==> src/rtl/spi_port_pkg.sv <==
package spi_port_pkg;

  // Bits per word for the 2-bit length code, capped at the datapath width.
  function automatic int unsigned word_bits(input logic [1:0] len, input int unsigned maxw);
    int unsigned n;
    n = (len == 2'd0) ? 8 : (len == 2'd1) ? 16 : 32;
    return (n > maxw) ? maxw : n;
  endfunction

  // Bit index presented on the data line after e clock edges.
  function automatic int unsigned out_index(input int unsigned e, input logic cpha);
    if (!cpha) return e >> 1;
    return (e == 0) ? 0 : (e - 1) >> 1;
  endfunction

  // Position in the word of the idx-th bit on the wire.
  function automatic int unsigned bit_pos(input int unsigned idx, input int unsigned n,
                                          input logic lsb_first);
    return lsb_first ? idx : (n - 1 - idx);
  endfunction

endpackage

==> src/rtl/spi_sync.sv <==
module spi_sync #(
  parameter int          W   = 1,
  parameter logic [W-1:0] RST = '0
) (
  input  logic         clk,
  input  logic         rst_n,
  input  logic [W-1:0] d,
  output logic [W-1:0] q
);
  logic [W-1:0] s1, s2;

  always_ff @(posedge clk or negedge rst_n) begin
    if (!rst_n) begin
      s1 <= RST;
      s2 <= RST;
    end else begin
      s1 <= d;
      s2 <= s1;
    end
  end

  assign q = s2;
endmodule

==> src/rtl/spi_baud.sv <==
module spi_baud #(
  parameter int DIV_W = 8
) (
  input  logic             clk,
  input  logic             rst_n,
  input  logic             run,
  input  logic [DIV_W-1:0] div,
  output logic             tick
);
  logic [DIV_W-1:0] cnt;

  always_ff @(posedge clk or negedge rst_n) begin
    if (!rst_n)           cnt <= '0;
    else if (!run)        cnt <= div;
    else if (cnt == '0)   cnt <= div;
    else                  cnt <= cnt - 1'b1;
  end

  assign tick = run && (cnt == '0);

  // counter never exceeds the divider while running with a steady divider
  p_cnt_bound_r2: assert property (@(posedge clk) disable iff (!rst_n)
    (run && $stable(div) && $past(run)) |-> (cnt <= div));
endmodule

==> src/rtl/spi_dual_port.sv <==
module spi_dual_port
  import spi_port_pkg::*;
#(
  parameter int DATA_W = 32,
  parameter int DIV_W  = 8,
  localparam int CTRL_W = 16 + DIV_W
) (
  input  logic              clk,
  input  logic              rst_n,
  input  logic              ctrl_we,
  input  logic [CTRL_W-1:0] ctrl_wdata,
  output logic [CTRL_W-1:0] ctrl_rdata,
  output logic [2:0]        status,
  input  logic [1:0]        stat_clr,
  input  logic              tx_valid,
  output logic              tx_ready,
  input  logic [DATA_W-1:0] tx_data,
  output logic              rx_valid,
  output logic [DATA_W-1:0] rx_data,
  output logic              sclk_o,
  output logic              sclk_oe,
  input  logic              sclk_i,
  output logic              mosi_o,
  output logic              mosi_oe,
  input  logic              mosi_i,
  output logic              miso_o,
  output logic              miso_oe,
  input  logic              miso_i,
  input  logic              ss_n_i
);
  localparam int IW = $clog2(DATA_W);
  localparam int EW = $clog2(2 * DATA_W + 1);

  logic [CTRL_W-1:0] ctrl_q;
  logic              c_en, c_master, c_cpol, c_cpha, c_lsb, c_sdo_dis, c_od;
  logic [1:0]        c_len;
  logic [DIV_W-1:0]  c_div;

  assign c_en      = ctrl_q[0];
  assign c_master  = ctrl_q[1];
  assign c_cpol    = ctrl_q[2];
  assign c_cpha    = ctrl_q[3];
  assign c_lsb     = ctrl_q[4];
  assign c_sdo_dis = ctrl_q[5];
  assign c_od      = ctrl_q[6];
  assign c_len     = ctrl_q[9:8];
  assign c_div     = ctrl_q[16 +: DIV_W];

  // Pin synchronizers: select resets inactive (high)
  logic ss_q, sclk_q, mosi_q, sclk_d;
  spi_sync #(.W(3), .RST(3'b100)) u_sync (
    .clk  (clk),
    .rst_n(rst_n),
    .d    ({ss_n_i, sclk_i, mosi_i}),
    .q    ({ss_q, sclk_q, mosi_q})
  );

  logic m_busy, m_tick;
  spi_baud #(.DIV_W(DIV_W)) u_baud (
    .clk  (clk),
    .rst_n(rst_n),
    .run  (m_busy),
    .div  (c_div),
    .tick (m_tick)
  );

  // Named internal events
  logic            is_master, is_slave, s_sel, mm_fault;
  logic            s_edge, edge_evt, smp_evt, word_end, accept;
  logic [EW-1:0]   e_cnt, last_cnt;
  logic [IW-1:0]   smp_pos, out_pos;
  logic            tx_bit, in_bit;
  logic [DATA_W-1:0] tx_word, rx_sr, rx_nxt;
  logic            rx_done_q, err_q;

  assign is_master = c_en && c_master;
  assign is_slave  = c_en && !c_master;
  assign s_sel     = is_slave && !ss_q;
  assign mm_fault  = is_master && !ss_q;
  assign s_edge    = s_sel && (sclk_q ^ sclk_d);
  assign edge_evt  = (is_master && m_busy && m_tick && ss_q) || s_edge;
  assign smp_evt   = edge_evt && (e_cnt[0] == c_cpha);
  assign last_cnt  = EW'(2 * word_bits(c_len, DATA_W) - 1);
  assign word_end  = edge_evt && (e_cnt == last_cnt);
  assign smp_pos   = IW'(bit_pos(32'(e_cnt) >> 1, word_bits(c_len, DATA_W), c_lsb));
  assign out_pos   = IW'(bit_pos(out_index(32'(e_cnt), c_cpha), word_bits(c_len, DATA_W), c_lsb));
  assign tx_bit    = tx_word[out_pos];
  assign in_bit    = is_master ? miso_i : mosi_q;
  assign tx_ready  = is_master ? (!m_busy && ss_q) : (is_slave && (e_cnt == '0));
  assign accept    = tx_valid && tx_ready;

  always_comb begin
    rx_nxt = rx_sr;
    if (smp_evt) rx_nxt[smp_pos] = in_bit;
  end

  always_ff @(posedge clk or negedge rst_n) begin
    if (!rst_n) begin
      ctrl_q    <= '0;
      sclk_d    <= 1'b0;
      m_busy    <= 1'b0;
      e_cnt     <= '0;
      tx_word   <= '0;
      rx_sr     <= '0;
      rx_data   <= '0;
      rx_valid  <= 1'b0;
      rx_done_q <= 1'b0;
      err_q     <= 1'b0;
    end else begin
      sclk_d   <= sclk_q;
      rx_valid <= word_end;
      if (ctrl_we)  ctrl_q    <= ctrl_wdata;
      if (mm_fault) ctrl_q[1] <= 1'b0;

      if (mm_fault || !is_master)      m_busy <= 1'b0;
      else if (accept)                 m_busy <= 1'b1;
      else if (word_end)               m_busy <= 1'b0;

      if (!(m_busy || s_sel) || word_end || mm_fault) e_cnt <= '0;
      else if (edge_evt)                              e_cnt <= e_cnt + 1'b1;

      if (accept) tx_word <= tx_data;

      if (word_end) begin
        rx_data <= rx_nxt;
        rx_sr   <= '0;
      end else if (!(m_busy || s_sel) || mm_fault) begin
        rx_sr   <= '0;
      end else begin
        rx_sr   <= rx_nxt;
      end

      if (word_end)         rx_done_q <= 1'b1;
      else if (stat_clr[0]) rx_done_q <= 1'b0;
      if (mm_fault)         err_q <= 1'b1;
      else if (stat_clr[1]) err_q <= 1'b0;
    end
  end

  // Pins
  assign sclk_o  = c_cpol ^ (m_busy && e_cnt[0]);
  assign sclk_oe = is_master;
  assign mosi_oe = is_master;
  assign mosi_o  = is_master && tx_bit;
  assign miso_o  = c_od ? 1'b0 : tx_bit;
  assign miso_oe = s_sel && !c_sdo_dis && (!c_od || !tx_bit);

  assign ctrl_rdata = ctrl_q;
  assign status     = {err_q, rx_done_q, m_busy};

  // Assertions
  p_idle_level_r1: assert property (@(posedge clk) disable iff (!rst_n)
    (is_master && !m_busy) |-> (sclk_o == c_cpol));
  p_roles_r4: assert property (@(posedge clk) disable iff (!rst_n)
    !(mosi_oe && miso_oe));
  p_quiet_r5: assert property (@(posedge clk) disable iff (!rst_n)
    (is_slave && ss_q && !$past(s_sel)) |=> !rx_valid);
  p_mm_release_r6: assert property (@(posedge clk) disable iff (!rst_n)
    (mm_fault && !ctrl_we) |=> (!sclk_oe && !mosi_oe && !status[0]));
  p_err_sticky_r6: assert property (@(posedge clk) disable iff (!rst_n)
    (status[2] && !stat_clr[1]) |=> status[2]);
  p_sdo_off_r7: assert property (@(posedge clk) disable iff (!rst_n)
    c_sdo_dis |-> !miso_oe);
  p_open_drain_r8: assert property (@(posedge clk) disable iff (!rst_n)
    (c_od && miso_oe) |-> !miso_o);
  p_done_flag_r9: assert property (@(posedge clk) disable iff (!rst_n)
    rx_valid |-> status[1]);
endmodule

==> config.mk <==
export PLATFORM = sky130hd
export DESIGN_NAME = spi_dual_port
export DESIGN_NICKNAME = d
export VERILOG_FILES = /design/src/rtl/spi_port_pkg.sv /design/src/rtl/spi_sync.sv /design/src/rtl/spi_baud.sv /design/src/rtl/spi_dual_port.sv
export SDC_FILE = /design/constraint.sdc
export NUM_CORES = 1
export LEC_CHECK = 0
export ABC_AREA = 1
export CAP_MARGIN = 40
export CORE_MARGIN = 10
export CORE_UTILIZATION = 45
export CTS_BUF_LIST = sky130_fd_sc_hd__clkbuf_8
export DETAILED_ROUTE_END_ITERATION = 10
export PLACE_DENSITY_LB_ADDON = 0.25
export SYNTH_ARGS = -nofsm -noshare
export SYNTH_HDL_FRONTEND = slang
export SYNTH_SLANG_ARGS = --single-unit
==> constraint.sdc <==
create_clock -name clk -period 4.2 [get_ports clk]
set_input_delay 1.26 -clock clk [delete_from_list [all_inputs] [get_ports clk]]
set_output_delay 1.26 -clock clk [all_outputs]
set_load 0.01 [all_outputs]
==> results.cfg <==
[grt]
antenna_found_initial = 0
grt_max_degree = 82
overflow = 0
grt_pass1_wl_um = 27120
grt_use_total = 0.1641
grt_pass1_vias = 5524

[yosys]
yosysTopAreaCellShare = 0.5382
synth-async-reset-ratio = 1.000
ys_ff_latch = 146
synth_cell_types = 38
yosys.area.top_type = dfrtp_1
synth_enable_flop_cells = 0
ys_top_cells_by_count = 144 x dfrtp_1, 131 x nand2_1, 90 x nor2_1
ys_seq_area_frac = 0.5461
ys_warn_count = 0
ys.flop_type = dfrtp_1
synthesis.nets = 789
synth.avg_cell_area_um2 = 9.351
netlist_area_um2 = 6695
synth.most_common_cell = dfrtp_1
netlist_instances = 716
synth_area_leaders = dfrtp_1 54%, mux2_2 7.7%, nand2_1 7.3%

[detailed_routing]
drt-total-wl_um = 16760
drc = 0
vias_per_cell = 5.153
drtAntennaViolNets = 0
vias = 5442
drt_iter0_drc = 446
firstDrtPassIters = 5
routedWlPerCell_um = 15.87

[cts]
ctsLongestPathBuffers = 2
cts_root_buf = clkbuf_8
ctsHoldBuffers = 0
clkTransAtPathRegs_ps = 80
cts_inserted_buffers = 17
clk_latency_ps = 460
cts_tree = built
cts.htree.levels = 4
clock-sinks = 146

[timing]
fin_crit_ps = 4085
rsz0062_at_grt = true
setup_violations = 0
slew_headroom = 0.4903
fin_skew_ps = 15.31
max_freq_mhz = 244.8
slew_violations = 0
worst_pin_slew_ps = 762.2
hold_ws_ps = 352.2
hold_viol_final = 0
period_share = 0.9726

[floorplanning]
core_um2 = 14530
die_h_um = 142.0
rows = 44
initial_core_util = 0.4607
die_w_um = 142.0
io_pins = 133
die-area_um2 = 20160

[outcome]
status = finished clean

[hold_path]
hold_class = reg -> reg

[finish]
finalNetCount = 932
layout-drive-gt1-share = 0.1823
syn_to_final_growth_pct = 32.54
final_util = 0.6105
seqCellArea_um2 = 3656
multi_input_area_um2 = 2878
fillCellCount = 1255
antenna_cells = 0

[critical_path]
cp.arrival_ps = 2820
critical_path_class = reg -> out
critPathCaptureType = output pin
start_kind = register
crit_path_max_fanout = 3
worstPathRequired_ps = 2940

[place]
numPortBuffers = 132
gp_congestion = 0.8544
dpl.hpwl_um = 11460

[power]
peakVddDrop_v = 0.0002781
power_per_cell_area_nw_per_um2 = 391.5
p_leak_uw = 0.003847

[job]
cap_violations = 0
metal layers:
| metal | routed length (um) | global-route usage |
|---|---|---|
| met2 | 8062 | 0.2667 |
| met5 | 0 | 0 |
| met1 | 7334 | 0.2049 |
| met4 | 267 | 0.05003 |
| met3 | 1090 | 0.05140 |
per-stage QoR:
step	total power (uW)	setup TNS, ps	worst slack (ps)	instance area, um2	std cells
final	3474	0	115.1	8874	1056
after global routing	3646	-85.28	-56.43	8874	1056
after global placement	2215	0	95.43	8178	1012
after detailed placement	2234	-9.686	-9.686	8178	1012
after floorplan	1977	0	680.7	6695	716
after CTS	3453	0	24.08	8645	1049
state kept, by name, summed over array words and instances (netlist names), 3 cells and up:
signal	cells
u_sync.s1	3
u_baud.cnt	8
tx_word	32
rx_sr	32
e_cnt	7
ctrl_rdata	24
rx_data	32
u_sync.q	3
layout by cell type, fill, tap and decap left out, types with 5 or more instances in the layout:
master and instances:
nand2_2 10, inv_1 40, nor3_1 5, nand2_1 128, dfrtp_1 144, clkdlybuf4s50_1 128, nand3_1 56, inv_2 12
clkbuf_8 17, a21oi_1 7, buf_4 15, mux2_2 46, xor2_1 9, nor2_2 7, nor2_1 89, o21ai_1 50
o21ai_0 39
path summary, 6_finish.rpt:
kind	from	end	slack, ps	depth (start not counted)
min	u_sync.s1[0]$_DFF_PN0_	u_sync.q[0]$_DFF_PN0_	350	0
min reg2reg	u_sync.s1[0]$_DFF_PN0_	u_sync.q[0]$_DFF_PN0_	350	0
max in group asynchronous	rst_n	rx_sr[17]$_DFF_PN0_	2560	2
min in group asynchronous	rst_n	tx_word[14]$_DFFE_PN0P_	830	1
max reg2reg	ctrl_rdata[9]$_DFFE_PN0P_	rx_data[22]$_DFFE_PN0N_	1710	14
max	e_cnt[0]$_DFFE_PN0P_	miso_o	120	15
layout make-up:
type                    instances  share of cell area
inverters                      51             0.02157
well taps                     184             0.02594
clock buffers                  17             0.02637
repair buffers                151              0.1665
multi-input cells             492              0.3243
flip-flops and latches        146              0.4120
clock inverters                15             0.02327
critical path: stages (launching register included):
cell,delay [ps]
dfrtp_1,400
inv_2,110
ha_4,150
nand2_2,80
o31ai_4,210
nand3_4,110
ha_4,290
nor2_4,40
a21oi_2,120
o21ai_1,90
xor2_1,180
nand3b_1,180
nand2_2,130
inv_2,60
nor2_2,90
buf_2,130
where the power goes:
part           total [uW]  internal (uW)  switching, uW
Clock                1220            653            563
Sequential           1610           1530           82.1
Combinational         646            310            335
Total                3470           2490            980
kinds of logic after synthesis:
logic type | count (synthesis) | share of synthesized area
AND/OR/NAND/NOR | 315 | 0.2082
flip-flops | 146 | 0.5461
adder cells (fa/ha/maj) | 7 | 0.01308
XOR/XNOR | 13 | 0.01701
buffers and inverters | 82 | 0.05382
multiplexers | 47 | 0.07886
AO/OA/AOI/OAI | 106 | 0.08298
repair_timing:
action | in CTS | in global routing
endpoints found under the setup margin | 3 | 3
resized for setup | 15 | 32
setup buffers | 5 | 3
gates cloned | 0 | 4
pin swaps | 5 | 13
Note: power is estimated with default switching activity, not from simulation.
